File: src/rtl/dadot_pkg.sv
package dadot_pkg;
    typedef enum logic {
        PH_IDLE = 1'b0,
        PH_RUN  = 1'b1
    } phase_e;
endpackage

File: src/rtl/da_lane_shift.sv
// K parallel capture registers; each shifts right once per step and its
// LSB contributes one table index bit (lane k -> index bit K-1-k).
module da_lane_shift #(
    parameter int K = 4,
    parameter int N = 8
) (
    input  logic           clk,
    input  logic           rst_n,
    input  logic           load,
    input  logic           shift,
    input  logic [K*N-1:0] din,
    output logic [K-1:0]   idx
);
    logic [K-1:0][N-1:0] sr_d, sr_q;

    always_comb begin
        sr_d = sr_q;
        if (load) begin
            sr_d = din;
        end else if (shift) begin
            for (int k = 0; k < K; k++) begin
                sr_d[k] = {1'b0, sr_q[k][N-1:1]};
            end
        end
    end

    always_ff @(posedge clk or negedge rst_n) begin
        if (!rst_n) sr_q <= '0;
        else        sr_q <= sr_d;
    end

    for (genvar k = 0; k < K; k++) begin : g_idx
        assign idx[K-1-k] = sr_q[k][0];
    end
endmodule

File: src/rtl/da_psum_rom.sv
// Table of 2^K coefficient partial sums, built from the parameter.
module da_psum_rom #(
    parameter int             K     = 4,
    parameter int             CW    = 16,
    parameter int             TW    = CW + $clog2(K),
    parameter logic [K*CW-1:0] COEFS = '0
) (
    input  logic [K-1:0]         idx,
    output logic signed [TW-1:0] psum
);
    localparam int DEPTH = 1 << K;

    function automatic logic signed [TW-1:0] entry_f(input logic [K-1:0] a);
        logic signed [TW-1:0] s;
        logic signed [CW-1:0] c;
        s = '0;
        for (int k = 0; k < K; k++) begin
            c = COEFS[k*CW +: CW];
            if (a[K-1-k]) s = s + TW'(c);
        end
        return s;
    endfunction

    logic signed [TW-1:0] rom [DEPTH];

    for (genvar a = 0; a < DEPTH; a++) begin : g_rom
        assign rom[a] = entry_f(K'(a));
    end

    assign psum = rom[idx];
endmodule

File: src/rtl/da_accum.sv
// Scaled accumulator: add-then-halve for ordinary bits, subtract for the
// sign bit. Partial sums enter pre-scaled by 2^(N-1) so no bit is lost.
module da_accum #(
    parameter int TW = 18,
    parameter int N  = 8,
    parameter int AW = 27
) (
    input  logic                 clk,
    input  logic                 rst_n,
    input  logic                 clear,
    input  logic                 step,
    input  logic                 last,
    input  logic signed [TW-1:0] psum,
    output logic signed [AW-1:0] acc_nx
);
    logic signed [AW-1:0] acc_d, acc_q;
    logic signed [AW-1:0] addend;
    logic signed [AW-1:0] sum;

    always_comb begin
        addend = AW'(psum) <<< (N-1);
        sum    = acc_q + addend;
        acc_d  = acc_q;
        if (clear) begin
            acc_d = '0;
        end else if (step) begin
            if (last) acc_d = acc_q - addend;
            else      acc_d = sum >>> 1;
        end
    end

    always_ff @(posedge clk or negedge rst_n) begin
        if (!rst_n) acc_q <= '0;
        else        acc_q <= acc_d;
    end

    assign acc_nx = acc_d;
endmodule

File: src/rtl/da_seq.sv
// Step sequencer: accepts a start when idle, runs N steps, pulses valid.
module da_seq
    import dadot_pkg::*;
#(
    parameter int N = 8
) (
    input  logic clk,
    input  logic rst_n,
    input  logic start,
    output logic load,
    output logic step,
    output logic last,
    output logic busy,
    output logic valid
);
    localparam int CNTW = (N > 1) ? $clog2(N) : 1;

    typedef struct packed {
        phase_e          phase;
        logic [CNTW-1:0] cnt;
        logic            vld;
    } seq_t;

    seq_t st_d, st_q;

    assign busy  = (st_q.phase == PH_RUN);
    assign valid = st_q.vld;
    assign step  = busy;
    assign last  = busy && (st_q.cnt == CNTW'(N-1));
    assign load  = start && !busy;

    always_comb begin
        st_d     = st_q;
        st_d.vld = 1'b0;
        if (busy) begin
            if (last) begin
                st_d.phase = PH_IDLE;
                st_d.vld   = 1'b1;
                st_d.cnt   = '0;
            end else begin
                st_d.cnt = st_q.cnt + 1'b1;
            end
        end else if (start) begin
            st_d.phase = PH_RUN;
            st_d.cnt   = '0;
        end
    end

    always_ff @(posedge clk or negedge rst_n) begin
        if (!rst_n) st_q <= '{phase: PH_IDLE, cnt: '0, vld: 1'b0};
        else        st_q <= st_d;
    end
endmodule

File: src/rtl/da_dot_serial.sv
module da_dot_serial #(
    parameter int              K     = 4,
    parameter int              N     = 8,
    parameter int              CW    = 16,
    parameter logic [K*CW-1:0] COEFS = {16'd1802, 16'd15565, 16'hECCD, 16'd11796},
    localparam int             RW    = CW + N + $clog2(K) + 1
) (
    input  logic                 clk,
    input  logic                 rst_n,
    input  logic                 start,
    input  logic [K*N-1:0]       din,
    output logic                 busy,
    output logic                 valid,
    output logic signed [RW-1:0] result
);
    localparam int TW = CW + $clog2(K);

    logic                 load, step, last;
    logic [K-1:0]         idx;
    logic signed [TW-1:0] psum;
    logic signed [RW-1:0] acc_nx;
    logic signed [RW-1:0] result_d, result_q;

    da_seq #(.N(N)) u_seq (
        .clk(clk), .rst_n(rst_n), .start(start),
        .load(load), .step(step), .last(last),
        .busy(busy), .valid(valid)
    );

    da_lane_shift #(.K(K), .N(N)) u_lanes (
        .clk(clk), .rst_n(rst_n), .load(load), .shift(step),
        .din(din), .idx(idx)
    );

    da_psum_rom #(.K(K), .CW(CW), .TW(TW), .COEFS(COEFS)) u_rom (
        .idx(idx), .psum(psum)
    );

    da_accum #(.TW(TW), .N(N), .AW(RW)) u_acc (
        .clk(clk), .rst_n(rst_n), .clear(load), .step(step),
        .last(last), .psum(psum), .acc_nx(acc_nx)
    );

    always_comb begin
        result_d = result_q;
        if (last) result_d = acc_nx;
    end

    always_ff @(posedge clk or negedge rst_n) begin
        if (!rst_n) result_q <= '0;
        else        result_q <= result_d;
    end

    assign result = result_q;
endmodule

File: config.mk
export PLATFORM = sky130hd
export DESIGN_NAME = da_dot_serial
export DESIGN_NICKNAME = d
export VERILOG_FILES = /design/src/rtl/dadot_pkg.sv /design/src/rtl/da_lane_shift.sv /design/src/rtl/da_psum_rom.sv /design/src/rtl/da_accum.sv /design/src/rtl/da_seq.sv /design/src/rtl/da_dot_serial.sv
export SDC_FILE = /design/constraint.sdc
export NUM_CORES = 1
export LEC_CHECK = 0
export ABC_CLOCK_PERIOD_IN_PS = 7400
export BUFFER_PORTS_ARGS = -buffer_cell sky130_fd_sc_hd__buf_2
export CAP_MARGIN = 20
export CORE_ASPECT_RATIO = 0.9
export CORE_MARGIN = 4
export CORE_UTILIZATION = 45
export CTS_BUF_LIST = sky130_fd_sc_hd__clkbuf_8
export CTS_CLUSTER_SIZE = 16
export DETAILED_ROUTE_END_ITERATION = 6
export PLACE_DENSITY = 0.65
export SYNTH_ARGS = -nofsm -noshare
export SYNTH_HDL_FRONTEND = slang
export SYNTH_SLANG_ARGS = --single-unit
File: constraint.sdc
create_clock -name clk -period 7.4 [get_ports clk]
set_input_delay 0.74 -clock clk [delete_from_list [all_inputs] [get_ports clk]]
set_output_delay 0.74 -clock clk [all_outputs]
set_load 0.05 [all_outputs]
==> out/qor.csv <==
stage,metric,value,unit
synthesis,asr flop ratio synth,100,%
floorplanning,Placeable Area,13500,um^2
synthesis,syn_area_per_cell,9.10,um^2
global_routing,first-pass GRT wire length,25600,um
sta,Worst Max-Slew Pin Slew,901,ps
routing,met3 routed WL,774,um
routing,TritonRoute pass-1 iters,5,
finish,"Net count, final",811,
sta,Slew Limit Fails,0,
finish,ant diodes,0,
clock_network,clk_lat worst skew,380,ps
routing,Remaining DRCs,0,
routing,Vias,5065,
finish,final core utilization,50.3,%
routing,met2 WL post-DR,7250,um
synthesis,Netlist cell types,65,
place,dpl hpwl,10900,um
synthesis,post-synth top area cell,dfrtp_1,
global_routing,initial antenna violation count,0,
finish,"commonest non-fill, non-tap cell in the layout",nand2_1,
synthesis,register area share after synthesis,36.3,%
clock_network,"Reg clk slew, reported paths",90,ps
sta,Post-Route Skew,9.46,ps
synthesis,Synth top area share,36.3,%
clock_network,CTS Root Cell,clkbuf_8,
worst_setup_path,FF-to-FF End,u_acc.acc_q[26],
worst_setup_path,RR Startpoint,u_lanes.idx[1],
sta,final setup TNS,0,ps
clock_network,clk sinks,91,
status,status,"finished, final reports clean",
clock_network,CTS tree,yes,
global_routing,pin count of the biggest net entering global routing,94,
routing,ANT nets after route,0,
synthesis,synth top area cells,"dfrtp_1 (36%), ha_1 (10%), mux2i_1 (6.1%), nand2_1 (5.7%), o21ai_0 (5.4%)",
synthesis,Cells after Synth,689,
floorplanning,DIE HEIGHT,120,um
global_routing,GRT Total Usage,19.6,%
place,GP Congestion,0.936,
worst_setup_path,"Arr. time, crit path",4410,ps
sta,final worst path period need,4140,ps
synthesis,Synth Net Count,776,
synthesis,Post-Syn Area,6270,um^2
routing,DR iter-0 viols,386,
floorplanning,Die W,132,um
worst_setup_path,r2r worst-path depth,12,
worst_setup_path,Worst setup EP type,register,
worst_setup_path,"reg-to-reg slack, setup",3260,ps
worst_setup_path,CP Max Fanout,10,
floorplanning,DIE AREA,15900,um^2
routing,drt via density,5.66,
clock_network,CTS max path bufs,2,
sta,final hold vios,0,
clock_network,clock buffer count from CTS,9,
routing,routed len/inst,16.8,um
floorplanning,Initial Util,46.4,%
clock_network,Resize count post-CTS,0,
place,IO buf count,63,
global_routing,vias in the first global route,5065,
floorplanning,Rows,40,
sta,slew margin rel.,39.9,%
finish,share of post-route cells with drive strength above 1,15.1,%
worst_setup_path,WP data required,7670,ps
clock_network,setup bufs post-CTS,0,
synthesis,"Primary FF master, synth",dfrtp_1,
finish,Area Growth Syn to Fin,8.44,%
worst_setup_path,CP endpoint,u_acc.acc_q[26],
sta,Final period util,55.9,%
routing,uppermost layer routed,met4,
sta,RSZ-0062 raised after global routing,no,
synthesis,number of synthesized flops with an enable pin,0,
worst_setup_path,critical path startpoint category,register,
routing,Metal-1 WL,6730,um
sta,final-report setup violation count,0,
sta,FMAX,242,MHz
worst_setup_path,crit path launch,u_lanes.idx[1],
floorplanning,Ports,64,
finish,most used cells in the layout excluding fill and tap cells,"nand2_1 (95), dfrtp_1 (90), o21ai_0 (68)",
worst_setup_path,CP Class,reg2reg,
routing,Post-Route WL,15100,um
clock_network,H-tree depth,3,
finish,fillers,1320,
hold_path,worst hold path type,in2async,
global_routing,"Remaining Overflow, GRT",0,
clock_network,CTS Hold Bufs,0,
synthesis,Yosys Warn Count,0,
job,total of max-cap violations,0,
synthesis,#FFs+latches synth,91,
==> through the flow <==
| stage | instance area (um^2) | hold slack [ps] | std cells | setup WS [ps] |
|---|---|---|---|---|
| floorplan | 6270 | 444 | 689 | 3790 |
| global placement | 6610 | 456 | 881 | 3510 |
| detailed placement | 6610 | 460 | 881 | 3280 |
| CTS | 6800 | 347 | 895 | 3250 |
| global route | 6800 | 376 | 895 | 2860 |
| finish | 6800 | 337 | 895 | 3260 |
==> final cells by class <==
class	count	area [um^2]	share of cell area, %
flip-flops and latches	91	2280	33.5
clock inverters	5	65.1	0.957
well taps	168	210	3.09
inverters	40	150	2.21
repair buffers	68	355	5.23
clock buffers	9	124	1.82
multi-input cells	514	3610	53.2
==> logic make-up (layout without fill, tap and decap cells) <==
group / after synthesis / in the layout / share of synthesized area (%)
AOI/OAI and AO/OA: 187 / 187 / 20.6
muxes: 49 / 49 / 8.05
and+or+nand+nor: 195 / 195 / 14.1
buffers and inverters: 84 / 122 / 6.01
adders and majority gates: 52 / 52 / 10.6
xor gates and xnor gates: 31 / 31 / 4.33
DFF: 91 / 91 / 36.3
==> cell usage after synthesis, drive strengths merged (3+ instances only) <==
cell type	number
a211o	7
a211oi	7
a21o	10
a21oi	23
a221o	4
a221oi	4
a22o	18
a31oi	7
and3	3
buf	13
clkbuf	31
dfrtp	91
ha	50
inv	40
mux2	11
mux2i	38
nand2	97
nand2b	12
nand3	5
nand3b	3
nor2	45
nor2b	6
nor3	8
nor3b	3
o211ai	4
o21a	5
o21ai	70
o21bai	6
o221ai	4
o31ai	5
or3	4
xnor2	23
xor2	8
==> routing by layer <==
metal	track usage (%)	vias up
met4	6.30	0
li1	-	2471
met5	0	-
met3	4.99	23
met2	33.0	132
met1	24.7	2439
==> worst min-delay path by stage <==
stage,start,end,slack [ps],depth (start not counted)
after detailed placement,result[6],result[6],460,2
after CTS,rst_n,result[18],350,1
final,rst_n,result[18],340,1
after global routing,rst_n,result[19],380,1
after global placement,result[3],result[3],460,2
after floorplan,rst_n,result[0],440,0
==> worst max-delay path, cell delays in order, from the launching register on <==
cell     delay (ps)
dfrtp_1         510
inv_1           200
ha_1            340
mux2i_1         480
inv_1           220
ha_1            470
or3_2           510
nor4_2          320
o41ai_4         170
o21ai_2         260
o31ai_4         100
xnor2_1         150
a221o_1         300
==> sequential cells by signal, indices dropped and copies added, names as in the netlist <==
name,count
u_seq.st_q,3
u_seq.busy,1
u_acc.acc_q,27
result,27
u_lanes.idx,4
u_lanes.sr_q,28
u_seq.valid,1
Power is left out: the tool's default activity adds up to more than one toggle a clock period on the data nets, which glitch-free logic cannot reach.
